[src/rtl/mdio_ctl_pkg.sv]
// Package: shared constants and types for the MDIO management engine.
// Assumes a 16-bit register window with a 2-bit offset and clause-22 frames only.
package mdio_ctl_pkg;

    localparam int ADDR_W     = 2;
    localparam int DATA_W     = 16;
    localparam int FRAME_BITS = 32;   // start through data, after the preamble

    localparam logic [ADDR_W-1:0] OFS_CMD   = 2'd0;
    localparam logic [ADDR_W-1:0] OFS_WDATA = 2'd1;
    localparam logic [ADDR_W-1:0] OFS_RDATA = 2'd2;

    localparam int BIT_RD_REQ = 13;
    localparam int BIT_WR_REQ = 14;

    typedef enum logic [1:0] {
        OP_WRITE = 2'b01,
        OP_READ  = 2'b10
    } mdio_op_e;

    typedef struct packed {
        logic [4:0] phy;
        logic [4:0] regn;
        mdio_op_e   op;
    } mdio_cmd_t;

endpackage

[src/rtl/mdio_mdc_gen.sv]
// Module: free-running MDC generator.
// Divides clk by CLK_DIV (even, at least 4) and gives one-cycle strobes in the
// cycle before MDC rises and in the cycle before MDC falls. MDC is low out of reset.
module mdio_mdc_gen #(
    parameter int CLK_DIV = 8
) (
    input  logic clk,
    input  logic rst_n,
    output logic mdc,
    output logic rise_tick,
    output logic fall_tick
);
    localparam int CNT_W = $clog2(CLK_DIV);
    localparam int HALF  = CLK_DIV / 2;

    logic [CNT_W-1:0] cnt_q;

    // Phase counter that wraps once per MDC period.
    always_ff @(posedge clk) begin
        if (!rst_n)
            cnt_q <= '0;
        else if (cnt_q == CNT_W'(CLK_DIV - 1))
            cnt_q <= '0;
        else
            cnt_q <= cnt_q + 1'b1;
    end

    // MDC is high in the upper half of the period; the strobes lead each edge by one cycle.
    always_comb begin
        mdc       = (cnt_q >= CNT_W'(HALF));
        rise_tick = (cnt_q == CNT_W'(HALF - 1));
        fall_tick = (cnt_q == CNT_W'(CLK_DIV - 1));
    end
endmodule

[src/rtl/mdio_regs.sv]
// Module: software register window of the MDIO engine.
// Holds the command fields, the write data and the read result. It decodes a legal
// command write into a start pulse. Writes to the command offset are dropped while
// the engine is busy. Assumes at most one register access per cycle.
module mdio_regs
    import mdio_ctl_pkg::*;
(
    input  logic              clk,
    input  logic              rst_n,
    input  logic              bus_wr,
    input  logic [ADDR_W-1:0] bus_addr,
    input  logic [DATA_W-1:0] bus_wdata,
    output logic [DATA_W-1:0] bus_rdata,
    input  logic              eng_busy,
    input  mdio_op_e          eng_op,
    input  logic              eng_done,
    input  logic [DATA_W-1:0] eng_rd_value,
    output logic              start,
    output mdio_cmd_t         start_cmd,
    output logic [DATA_W-1:0] wdata_q,
    output logic [DATA_W-1:0] cmd_view
);
    logic [4:0]        phy_q;
    logic [4:0]        regn_q;
    logic [DATA_W-1:0] rdata_q;
    logic              req_rd;
    logic              req_wr;
    logic              unused_cmd_bits;

    // Decode the incoming command word and decide whether it starts a frame.
    always_comb begin
        req_rd          = bus_wdata[BIT_RD_REQ];
        req_wr          = bus_wdata[BIT_WR_REQ];
        start           = bus_wr && (bus_addr == OFS_CMD) && !eng_busy && (req_rd ^ req_wr);
        start_cmd.phy   = bus_wdata[12:8];
        start_cmd.regn  = bus_wdata[4:0];
        start_cmd.op    = req_rd ? OP_READ : OP_WRITE;
        unused_cmd_bits = ^{bus_wdata[15], bus_wdata[7:5]};
    end

    // Command fields are stored only when a frame actually starts.
    always_ff @(posedge clk) begin
        if (!rst_n) begin
            phy_q  <= '0;
            regn_q <= '0;
        end else if (start) begin
            phy_q  <= start_cmd.phy;
            regn_q <= start_cmd.regn;
        end
    end

    // Write-data register, writable at any time.
    always_ff @(posedge clk) begin
        if (!rst_n)
            wdata_q <= '0;
        else if (bus_wr && (bus_addr == OFS_WDATA))
            wdata_q <= bus_wdata;
    end

    // Read result loads in the edge that ends a read frame.
    always_ff @(posedge clk) begin
        if (!rst_n)
            rdata_q <= '0;
        else if (eng_done && (eng_op == OP_READ))
            rdata_q <= eng_rd_value;
    end

    // Command readback with live request bits.
    always_comb begin
        cmd_view        = '0;
        cmd_view[BIT_WR_REQ] = eng_busy && (eng_op == OP_WRITE);
        cmd_view[BIT_RD_REQ] = eng_busy && (eng_op == OP_READ);
        cmd_view[12:8]  = phy_q;
        cmd_view[4:0]   = regn_q;
    end

    // Read mux for the register window.
    always_comb begin
        case (bus_addr)
            OFS_CMD:   bus_rdata = cmd_view;
            OFS_WDATA: bus_rdata = wdata_q;
            OFS_RDATA: bus_rdata = rdata_q;
            default:   bus_rdata = '0;
        endcase
    end
endmodule

[src/rtl/mdio_frame_engine.sv]
// Module: clause-22 frame sequencer.
// On start it captures the command and data. On each MDC fall strobe it drives
// the next bit: PRE_LEN ones, then the 32-bit frame MSB first. For reads it
// releases the line from the turnaround on and shifts in 16 bits, one at each
// MDC rise strobe. done is high in the cycle whose edge ends the frame.
// Assumes mdio_i is already synchronous to clk.
module mdio_frame_engine
    import mdio_ctl_pkg::*;
#(
    parameter int PRE_LEN = 32
) (
    input  logic              clk,
    input  logic              rst_n,
    input  logic              start,
    input  mdio_cmd_t         start_cmd,
    input  logic [DATA_W-1:0] start_data,
    input  logic              rise_tick,
    input  logic              fall_tick,
    input  logic              mdio_i,
    output logic              busy,
    output mdio_op_e          op,
    output logic              mdio_o,
    output logic              mdio_oe,
    output logic              done,
    output logic [DATA_W-1:0] rd_value
);
    localparam int TOTAL   = PRE_LEN + FRAME_BITS;
    localparam int IDX_W   = $clog2(TOTAL + 1);
    localparam int TA_POS  = PRE_LEN + 14;   // first turnaround bit
    localparam int SAMP_LO = PRE_LEN + 17;   // index held after the first data bit is driven

    logic [IDX_W-1:0]      idx_q;
    logic                  busy_q;
    mdio_op_e              op_q;
    logic [FRAME_BITS-1:0] frame_q;
    logic [DATA_W-1:0]     shift_q;
    logic                  out_q;
    logic                  oe_q;
    logic [4:0]            frame_pos;
    logic                  nxt_bit;
    logic                  nxt_oe;
    logic                  last_bit;
    logic [FRAME_BITS-1:0] frame_build;

    // Assemble the frame word from the captured command.
    always_comb begin
        if (start_cmd.op == OP_WRITE)
            frame_build = {2'b01, start_cmd.op, start_cmd.phy, start_cmd.regn, 2'b10, start_data};
        else
            frame_build = {2'b01, start_cmd.op, start_cmd.phy, start_cmd.regn, 2'b11, 16'hFFFF};
    end

    // Select the next bit to put on the line and whether it is driven.
    always_comb begin
        frame_pos = 5'(TOTAL - 1 - int'(idx_q));
        last_bit  = (idx_q == IDX_W'(TOTAL));
        nxt_bit   = (idx_q < IDX_W'(PRE_LEN)) ? 1'b1 : frame_q[frame_pos];
        nxt_oe    = (op_q == OP_WRITE) || (idx_q < IDX_W'(TA_POS));
    end

    // Frame state: start, bit stepping on MDC falls, and completion.
    always_ff @(posedge clk) begin
        if (!rst_n) begin
            busy_q  <= 1'b0;
            idx_q   <= '0;
            op_q    <= OP_WRITE;
            frame_q <= '0;
            out_q   <= 1'b1;
            oe_q    <= 1'b0;
        end else if (!busy_q) begin
            if (start) begin
                busy_q  <= 1'b1;
                idx_q   <= '0;
                op_q    <= start_cmd.op;
                frame_q <= frame_build;
            end
        end else if (fall_tick) begin
            if (last_bit) begin
                busy_q <= 1'b0;
                out_q  <= 1'b1;
                oe_q   <= 1'b0;
            end else begin
                out_q <= nxt_bit;
                oe_q  <= nxt_oe;
                idx_q <= idx_q + 1'b1;
            end
        end
    end

    // Read data capture just before each rising MDC edge of the data phase.
    always_ff @(posedge clk) begin
        if (!rst_n)
            shift_q <= '0;
        else if (busy_q && rise_tick && (op_q == OP_READ) && (idx_q >= IDX_W'(SAMP_LO)))
            shift_q <= {shift_q[DATA_W-2:0], mdio_i};
    end

    // Outputs toward the register window and the pad.
    always_comb begin
        busy     = busy_q;
        op       = op_q;
        mdio_o   = out_q;
        mdio_oe  = oe_q;
        done     = busy_q && fall_tick && last_bit;
        rd_value = shift_q;
    end
endmodule

[src/rtl/mdio_mgmt_ctrl.sv]
// Module: top of the MDIO management command engine.
// Connects the register window, the MDC generator and the frame sequencer.
// Assumes an external pull-up on MDIO and an mdio_i already synchronous to clk.
module mdio_mgmt_ctrl
    import mdio_ctl_pkg::*;
#(
    parameter int CLK_DIV = 8,
    parameter int PRE_LEN = 32
) (
    input  logic              clk,
    input  logic              rst_n,
    input  logic              bus_wr,
    input  logic [ADDR_W-1:0] bus_addr,
    input  logic [DATA_W-1:0] bus_wdata,
    output logic [DATA_W-1:0] bus_rdata,
    output logic              mdc_o,
    output logic              mdio_o,
    output logic              mdio_oe,
    input  logic              mdio_i
);
    logic              rise_tick;
    logic              fall_tick;
    logic              eng_busy;
    mdio_op_e          eng_op;
    logic              eng_done;
    logic [DATA_W-1:0] eng_rd_value;
    logic              start;
    mdio_cmd_t         start_cmd;
    logic [DATA_W-1:0] wdata_q;
    logic [DATA_W-1:0] cmd_view;

    mdio_mdc_gen #(.CLK_DIV(CLK_DIV)) u_mdc (
        .clk       (clk),
        .rst_n     (rst_n),
        .mdc       (mdc_o),
        .rise_tick (rise_tick),
        .fall_tick (fall_tick)
    );

    mdio_regs u_regs (
        .clk          (clk),
        .rst_n        (rst_n),
        .bus_wr       (bus_wr),
        .bus_addr     (bus_addr),
        .bus_wdata    (bus_wdata),
        .bus_rdata    (bus_rdata),
        .eng_busy     (eng_busy),
        .eng_op       (eng_op),
        .eng_done     (eng_done),
        .eng_rd_value (eng_rd_value),
        .start        (start),
        .start_cmd    (start_cmd),
        .wdata_q      (wdata_q),
        .cmd_view     (cmd_view)
    );

    mdio_frame_engine #(.PRE_LEN(PRE_LEN)) u_eng (
        .clk        (clk),
        .rst_n      (rst_n),
        .start      (start),
        .start_cmd  (start_cmd),
        .start_data (wdata_q),
        .rise_tick  (rise_tick),
        .fall_tick  (fall_tick),
        .mdio_i     (mdio_i),
        .busy       (eng_busy),
        .op         (eng_op),
        .mdio_o     (mdio_o),
        .mdio_oe    (mdio_oe),
        .done       (eng_done),
        .rd_value   (eng_rd_value)
    );
endmodule

[config.mk]
export PLATFORM = sky130hd
export DESIGN_NAME = mdio_mgmt_ctrl
export DESIGN_NICKNAME = d
export VERILOG_FILES = /design/src/rtl/mdio_ctl_pkg.sv /design/src/rtl/mdio_mdc_gen.sv /design/src/rtl/mdio_regs.sv /design/src/rtl/mdio_frame_engine.sv /design/src/rtl/mdio_mgmt_ctrl.sv
export SDC_FILE = /design/constraint.sdc
export NUM_CORES = 1
export LEC_CHECK = 0
export ABC_AREA = 1
export BUFFER_PORTS_ARGS = -buffer_cell sky130_fd_sc_hd__buf_2
export CAP_MARGIN = 20
export CORE_AREA = 2 2 108 110
export CTS_CLUSTER_SIZE = 25
export DETAILED_ROUTE_END_ITERATION = 10
export DIE_AREA = 0 0 110 112
export GPL_TIMING_DRIVEN = 0
export SLEW_MARGIN = 20
export SYNTH_ARGS = -nofsm -noshare
export SYNTH_HDL_FRONTEND = slang
export SYNTH_SLANG_ARGS = --single-unit
[constraint.sdc]
create_clock -name clk -period 1.69 [get_ports clk]
set_input_delay 0 -clock clk [delete_from_list [all_inputs] [get_ports clk]]
set_output_delay 0 -clock clk [all_outputs]
set_load 0.01 [all_outputs]
==> flow_summary.ini, run 1 <==
[sta]
layout_min_cycle_time_ns = 1.70
final_hold_viol_count = 0
finClkSkew_ns = 0.0113
maxSlewViolCount = 0
fmax_ghz = 0.589
slew_headroom_pct = 51.6
setup_violations = 1
rsz0062_at_grt = yes
tns_ns = -0.00823
period_share_pct = 100
worst_slew_pin_slew_ns = 0.726
post-route-worst-setup-slack_ns = -0.00823

[synthesis]
postSynthAreaPerCell_um2 = 7.35
yosys.cell_types.count = 33
ys_seq_area_share_pct = 46.3
ys_async_sr_fraction_pct = 0
dominantRegCellSynth = dfxtp_1
synth-edff-count = 0
synth_cells = 595
syn-cell-area_um2 = 4370
syn_nets = 624
synth_seq_cells = 101
yosys_warnings = 0

[die]
floorplan.core_area_um2 = 11200
die_area_um2 = 12300
ios = 41
start_util_pct = 39.1
num_rows = 39
die_w_um = 110
die_h_um = 112

[setup_path]
cp_top_family = buffers and inverters
reg2reg_depth = 11
startpoint = u_eng.idx_q[1]$_SDFFE_PN0P_
critical_path.max_fanout = 7
r2r_start = u_eng.idx_q[1]$_SDFFE_PN0P_
critPathSlowestCell = dfxtp_2
setup.worst_path.end_class = flip-flop
critPathArrivalTime_ns = 1.94
path_class = reg2reg
crit_chain = buf_6, inv_8, ha_4, nand2_4, nor3_4, nand2_2, inv_2, nand3_4, buf_8, o21ai_4, a21oi_2
start_kind = flip-flop
max_stage_delay_ns = 0.33
path_buf_inv = 4
cp_data_required_time_ns = 1.93
cp.depth = 11

[global_routing]
grt_overflow = 0
grt_use_met2_pct = 35.1
antenna_found_initial = 0
grt_pass1_wl_mm = 20.1
met3_usage_pct = 3.45
first_global_vias = 4003
grtUsageTotal_pct = 21.2
grt.busiest_layer = met2
grt_use_met1_pct = 27.3
grt_max_degree = 18

[drt]
drt_iter0_markers = 233
routed_via_density = 4.98
avgRoutedWirePerCell_um = 15.0
wirelength_mm = 12.4
drc = 0
via_count = 4106
ant_nets = 0
firstDrtPassIters = 5

[clock_tree]
cts_made_buffers = 9
path_clk_slew_ns = 0.07
ctsLongestPathBuffers = 2
clk_latency_ns = 0.35
cts.sinks = 101
cts_root_buf = clkbuf_16
cts_tree = done
htreeDepth = 3

[outcome]
violations = setup timing
status = complete, but fails checks

[layout]
multi_input_area_um2 = 2000
synthToLayoutAreaGrowth_pct = 26.1
antennaDiodeCount = 0
fin_cells = 824
seqCellArea_um2 = 2030
fillCellCount = 1105
drive_gt1_share_pct = 18.6
final_core_util_pct = 49.3
finalNetCount = 705

[placed_design]
hpwlAfterDp_mm = 8.86
numPortBuffers = 40
gp_congestion = 0.893
dp_cells = 778

[power]
peakVddDrop_uv = 691
powerDensity_nw_per_um2 = 862
power_leakage_nw = 2.30

[flow_run]
drv_cap = 0

[worst_hold_path]
holdCritStartpoint = rst_n
hold_class = in2reg
hold_depth = 5
-- final timing paths --
check / endpoint / slack, ns
setup / recovery: u_regs.rdata_q[8]$_SDFFE_PN0P_ / -0.008
hold / removal: u_eng.frame_q[18]$_SDFFE_PN0P_ / 0.09
setup reg to reg: u_regs.rdata_q[8]$_SDFFE_PN0P_ / -0.008
hold reg to reg: u_mdc.cnt_q[0]$_SDFF_PP0_ / 0.45
-- timing repair --
item,4_1_cts,5_1_grt
setup endpoints to repair,41,67
resized for setup,47,39
hold endpoints to repair,36,0
pin swaps,5,6
buffers inserted,8,7
hold buffers,17,0
cloned,2,0
-- power breakdown --
| group | switching [W] | internal [W] |
|---|---|---|
| clock | 0.000886 | 0.00108 |
| combinational | 0.000207 | 0.000125 |
| sequential | 0.0000258 | 0.00243 |
| total | 0.00112 | 0.00364 |
-- layout make-up --
type	count	area share [%]
Timing Repair Buffer	72	8.85
Clock buffer	13	4.72
Multi-Input combinational cell	375	36.2
Buffer	33	3.83
Sequential cell	101	36.7
Inverter	84	6.04
Clock inverter	3	0.363
Tap cell	143	3.24
-- layout by cell type, fill, tap and decap left out, types with 12 or more instances in the layout --
cell	instances
o21ai_1	14
dlygate4sd3_1	17
buf_4	13
o221ai_1	12
nand3_1	41
dfxtp_1	98
a21oi_1	54
nor2_1	58
o21ai_2	16
inv_1	78
buf_2	47
nand2_1	90
clkbuf_1	17
o21ai_0	48
-- per-layer routing --
layer  vias up  share of wire, %
met5         -                 0
met4         0               1.6
met3        15               3.4
met2        90                50
met1      1906                45
li1       2095                 -
-- synthesized netlist by cell type, types with 7 or more instances --
cell type,instances,area [um^2]
o21ai_1,7,35.0
nand2_1,92,345
clkbuf_1,17,63.8
nand3_1,41,205
buf_2,11,55.1
o21ai_0,72,360
ha_1,7,87.6
nor2_1,61,229
dfxtp_1,101,2020
a21oi_1,55,275
inv_1,79,297
o221ai_1,12,105
-- worst min-delay path, stage by stage --
cell     delay [ns]
buf_2          0.14
inv_1          0.09
nor2_1         0.06
nand2_1        0.06
nand2_1        0.04
-- registers in the layout (all words and copies together) (netlist names), 3 cells and up --
name,flops
u_eng.frame_q,29
u_eng.idx_q,7
u_eng.rd_value,16
u_mdc.cnt_q,3
u_regs.phy_q,5
u_regs.rdata_q,16
u_regs.regn_q,5
u_regs.wdata_q,16
-- logic make-up (layout without fill, tap and decap cells) --
family,Yosys count,after routing,share of synthesized area [%]
compound gates,157,157,19.5
buf+inv,119,205,11.1
fa+ha+maj,7,7,2.00
xor+xnor,5,5,1.00
flops,101,101,46.3
simple gates,206,206,20.1
-- per-stage QoR --
stage / power (W) / hold slack, ns / setup slack, ns / cell area [um^2]
after floorplan: 0.00268 / 0.135 / -0.00126 / 4390
after global placement: 0.00279 / 0.226 / -0.370 / 4770
after detailed placement: 0.00280 / 0.241 / -0.407 / 4770
after CTS: 0.00478 / 0.0769 / -0.0920 / 5400
after global routing: 0.00493 / 0.112 / -0.125 / 5510
final: 0.00475 / 0.0908 / -0.00823 / 5510
(Power assumes the default switching activity.)
==> run 2, diff against run 1 <==
--- a/config.mk
+++ b/config.mk
@@ -10,6 +10,7 @@
 export CAP_MARGIN = 20
-export CORE_AREA = 2 2 108 110
+export CORE_AREA = 2 2 99 120
+export CTS_CLUSTER_DIAMETER = 120
 export CTS_CLUSTER_SIZE = 25
 export DETAILED_ROUTE_END_ITERATION = 10
-export DIE_AREA = 0 0 110 112
+export DIE_AREA = 0 0 101 122
 export GPL_TIMING_DRIVEN = 0
--- a/constraint.sdc
+++ b/constraint.sdc
@@ -3,2 +3,2 @@
 set_output_delay 0 -clock clk [all_outputs]
-set_load 0.01 [all_outputs]
+set_load 0.05 [all_outputs]
==> flow_summary.ini, run 2 (same netlist as run 1, synthesis figures left out) <==
[outcome]
status = complete, but fails checks
violations = setup timing

[drt]
drt_iter0_markers = 240
firstDrtPassIters = 5
via_count = 4171
routed_via_density = 5.12
drc = 0
ant_nets = 0
wirelength_mm = 12.8
avgRoutedWirePerCell_um = 15.7

[sta]
maxSlewViolCount = 0
worst_slew_pin_slew_ns = 0.883
setup_violations = 1
slew_headroom_pct = 41.2
fmax_ghz = 0.590
layout_min_cycle_time_ns = 1.69
final_hold_viol_count = 0
finClkSkew_ns = 0.00539
post-route-worst-setup-slack_ns = -0.00390
fin_hold_ws_ns = 0.0161
rsz0062_at_grt = yes
tns_ns = -0.00390
period_share_pct = 100

[global_routing]
grt_max_degree = 15
grtUsageTotal_pct = 21.0
antenna_found_initial = 0
grt_overflow = 0
first_global_vias = 4006
grt_pass1_wl_mm = 19.9

[clock_tree]
ctsLongestPathBuffers = 2
cts_tree = done
path_clk_slew_ns = 0.06
cts.sinks = 101
cts_root_buf = clkbuf_16
clk_latency_ns = 0.34
htreeDepth = 3
cts_made_buffers = 9

[placed_design]
gp_congestion = 0.886
numPortBuffers = 40
hpwlAfterDp_mm = 8.91
dpl_cell_area_um2 = 4760
place_ws_ns = -0.476

[power]
netSwitchingPower_w = 0.00112
switching_share_pct = 23.1
p_int_w = 0.00373
powerDensity_nw_per_um2 = 858
power_leakage_nw = 2.37
clkPwrFrac_pct = 41.7
p_comb_share_pct = 7.6
p_seq_share_pct = 50.8
peakVddDrop_uv = 568

[die]
ios = 41
die_h_um = 122
floorplan.core_area_um2 = 11300
num_rows = 43
die_w_um = 101
die_area_um2 = 12300
start_util_pct = 38.7

[layout]
finalNetCount = 705
final_cell_mix = dfxtp_1 (98), nand2_1 (87), inv_1 (78), o21ai_0 (54), a21oi_1 (51)
final_core_util_pct = 50.1
drive_gt1_share_pct = 20.9
top_register = u_eng.frame_q
layout_commonest_cell = dfxtp_1
stdcell_area_um2 = 5660
antennaDiodeCount = 0
synthToLayoutAreaGrowth_pct = 29.4
largest_reg_flops = 29

[setup_path]
max_stage_delay_ns = 0.34
critPathArrivalTime_ns = 1.92
r2r_start = u_eng.idx_q[1]$_SDFFE_PN0P_
critPathSlowestCell = dfxtp_2
cp_common_cell = nand2_2
critical_path.max_fanout = 7
path_class = reg2reg
cp_data_required_time_ns = 1.92
crit_chain = buf_12, clkinv_8, ha_4, nand2_2, nor3_2, nand2_2, inv_2, nand3_4, clkbuf_16, o21ai_4, a21oi_2
setup.worst_path.end_class = flip-flop
startpoint = u_eng.idx_q[1]$_SDFFE_PN0P_
start_kind = flip-flop

[worst_hold_path]
holdCritStartpoint = bus_wdata[13]
hold_class = in2reg

[flow_run]
drv_cap = 0
==> run 2: critical path: cells and delay by family, from the launching register on <==
| kind | cells | cell delay, ns |
|---|---|---|
| AOI/OAI and AO/OA | 2 | 0.18 |
| adders and majority gates | 1 | 0.12 |
| and+or+nand+nor | 4 | 0.43 |
| buffers and inverters | 4 | 0.51 |
| DFF | 1 | 0.34 |
==> run 2: cell type report <==
| cell class | instances | area, um^2 |
|---|---|---|
| buffer | 33 | 223 |
| clock buffer | 12 | 246 |
| clock inverter | 2 | 35.0 |
| fill | 1099 | 5640 |
| inverter | 84 | 350 |
| multi-input combinational | 375 | 2100 |
| sequential | 101 | 2030 |
| tap | 135 | 169 |
| timing repair buffer | 72 | 510 |
==> run 2: per-stage QoR <==
stage          total power [W]  instances
3_5_place_dp           0.00283        770
3_3_place_gp           0.00282        770
4_1_cts                0.00486        810
5_1_grt                0.00503        814
2_1_floorplan          0.00271        595
6_report               0.00485        814
==> run 2: timing repair <==
action / 4_1_cts / 5_1_grt
endpoints found under the setup margin: 41 / 61
endpoints found under the hold margin: 34 / 0
setup buffers: 8 / 5
resized for setup: 51 / 58
cloned: 2 / 1
hold buffers: 16 / 0
pin swaps: 5 / 6
==> run 2: final timing paths <==
check                                          to  cells past startpoint  slack (ns)
hold / removal    u_regs.wdata_q[13]$_SDFFE_PN0P_                      3        0.02
hold reg to reg         u_mdc.cnt_q[0]$_SDFF_PP0_                      1        0.45
setup / recovery   u_regs.rdata_q[9]$_SDFFE_PN0P_                     11      -0.004
setup reg to reg   u_regs.rdata_q[9]$_SDFFE_PN0P_                     11      -0.004
==> run 2: per-layer routing <==
| layer | routed length [um] | global-route usage [%] | share of wire [%] |
|---|---|---|---|
| met1 | 5150 | 24.4 | 40 |
| met2 | 6750 | 37.6 | 53 |
| met3 | 542 | 3.79 | 4.2 |
| met4 | 361 | 8.45 | 2.8 |
| met5 | 0 | 0 | 0 |
==> run 2: power by group through the flow <==
stage	combinational, W	sequential [W]	clock (W)
after floorplan	0.000203	0.00251	0
after global placement	0.000307	0.00251	0
after detailed placement	0.000313	0.00251	0
after CTS	0.000352	0.00246	0.00205
after global routing	0.000402	0.00246	0.00217
final	0.000367	0.00246	0.00202
==> run 3, diff against run 2 <==
- BUFFER_PORTS_ARGS: -buffer_cell sky130_fd_sc_hd__buf_2 -> not set
- DONT_BUFFER_PORTS: not set -> 1
==> flow_summary.ini, run 3 (same netlist as run 1, synthesis figures left out) <==
[outcome]
status = complete, no violations

[drt]
drc = 0
ant_nets = 0
routed_via_density = 5.23
firstDrtPassIters = 4
wirelength_mm = 12.4
drt_iter0_markers = 180
via_count = 4060
avgRoutedWirePerCell_um = 15.9

[clock_tree]
htreeDepth = 3
cts_root_buf = clkbuf_16
cts_tree = done
cts_made_buffers = 9
ctsLongestPathBuffers = 2
path_clk_slew_ns = 0.06
clk_latency_ns = 0.35
cts.sinks = 101

[sta]
fin_hold_ws_ns = 0.0659
maxSlewViolCount = 0
setup_violations = 0
fmax_ghz = 0.602
finClkSkew_ns = 0.00469
worst_slew_pin_slew_ns = 1.23
layout_min_cycle_time_ns = 1.66
rsz0062_at_grt = yes
period_share_pct = 98.3
slew_headroom_pct = 19.5
final_hold_viol_count = 0

[global_routing]
antenna_found_initial = 0
grt_pass1_wl_mm = 20.2
grt_overflow = 0
first_global_vias = 4099
grt_max_degree = 18
grtUsageTotal_pct = 21.2

[die]
die_h_um = 122
die_w_um = 101
start_util_pct = 38.7
floorplan.core_area_um2 = 11300
num_rows = 43
die_area_um2 = 12300
ios = 41

[layout]
largest_reg_flops = 29
synthToLayoutAreaGrowth_pct = 23.2
seqCellArea_um2 = 2030
multi_input_area_um2 = 2040
fillCellCount = 1107
final_core_util_pct = 47.7
top_register = u_eng.frame_q
finalNetCount = 666
drive_gt1_share_pct = 13.6
final_cell_mix = dfxtp_1 (98), nand2_1 (91), inv_1 (78), nor2_1 (60), a21oi_1 (49)
antennaDiodeCount = 0
layout_commonest_cell = dfxtp_1

[placed_design]
hpwlAfterDp_mm = 8.82
gp_congestion = 0.863
numPortBuffers = 0

[power]
peakVddDrop_uv = 547
powerDensity_nw_per_um2 = 898
total_power_w = 0.00483
power_leakage_nw = 2.15

[worst_hold_path]
hold_class = in2reg
holdCritStartpoint = rst_n

[setup_path]
path_class = reg2reg
setup.worst_path.end_class = flip-flop
startpoint = u_eng.idx_q[1]$_SDFFE_PN0P_
r2r_setup_slack_ns = 0.03
critPathArrivalTime_ns = 1.90
start_kind = flip-flop
path_buf_inv = 4
critPathSlowestCell = dfxtp_2
cp_top_family = buffers and inverters
cp_data_required_time_ns = 1.93
r2r_start = u_eng.idx_q[1]$_SDFFE_PN0P_
crit_chain = buf_6, clkinv_8, ha_4, nand2_2, nor3_2, nand2_1, inv_2, nand3_4, clkbuf_16, o21ai_4, a21oi_2
max_stage_delay_ns = 0.33
critical_path.max_fanout = 8

[flow_run]
drv_cap = 0
==> run 3: where the power goes <==
group          internal (W)  switching [W]  total [W]
Combinational      0.000112       0.000227   0.000338
Clock               0.00116       0.000874    0.00203
Sequential          0.00243      0.0000279    0.00246
Total               0.00371        0.00113    0.00483
==> run 3: area by class of cell <==
type	instances	share of cell area, %
Buffer	33	3.90
Sequential cell	101	37.6
Inverter	84	6.32
Clock buffer	14	5.27
Timing Repair Buffer	33	5.62
Clock inverter	2	0.279
Tap cell	135	3.14
Multi-Input combinational cell	375	37.9
==> run 3: worst paths after layout <==
| check | end | depth (start not counted) |
|---|---|---|
| max | u_regs.rdata_q[10]$_SDFFE_PN0P_ | 11 |
| min | u_eng.op[0]$_SDFFE_PN1P_ | 2 |
| max reg2reg | u_regs.rdata_q[10]$_SDFFE_PN0P_ | 11 |
| min reg2reg | u_mdc.cnt_q[0]$_SDFF_PP0_ | 1 |
==> run 3: repair_timing <==
action / 4_1_cts / 5_1_grt
cloned: 2 / 0
gates resized for setup: 52 / 34
hold endpoints to repair: 37 / 0
buffers inserted: 8 / 3
pin swaps: 4 / 5
setup endpoints to repair: 41 / 60
hold buffers: 20 / 0
==> run 3: metrics by stage <==
step           TNS [ns]  cell area, um^2  worst slack, ns  instances
5_1_grt          -0.315             5390          -0.0546        777
4_1_cts          -0.415             5290          -0.0704        775
3_3_place_gp      -9.22             4560           -0.488        730
2_1_floorplan  -0.00505             4390         -0.00126        595
6_report              0             5390           0.0282        777
3_5_place_dp      -8.92             4560           -0.488        730
==> run 3: worst register-to-register path: stages, from the launching register on <==
cell	delay, ns
dfxtp_2	0.33
buf_6	0.13
clkinv_8	0.07
ha_4	0.12
nand2_2	0.05
nor3_2	0.10
nand2_1	0.11
inv_2	0.10
nand3_4	0.14
clkbuf_16	0.22
o21ai_4	0.14
a21oi_2	0.04
==> run 3: metal layers <==
metal | GRT usage (%) | vias to the layer above | part of all wire, %
li1 | - | 2018 | -
met1 | 23.0 | 1905 | 38
met2 | 37.8 | 100 | 53
met3 | 4.76 | 37 | 4.9
met4 | 11.7 | 0 | 4.0
met5 | 0 | - | 0
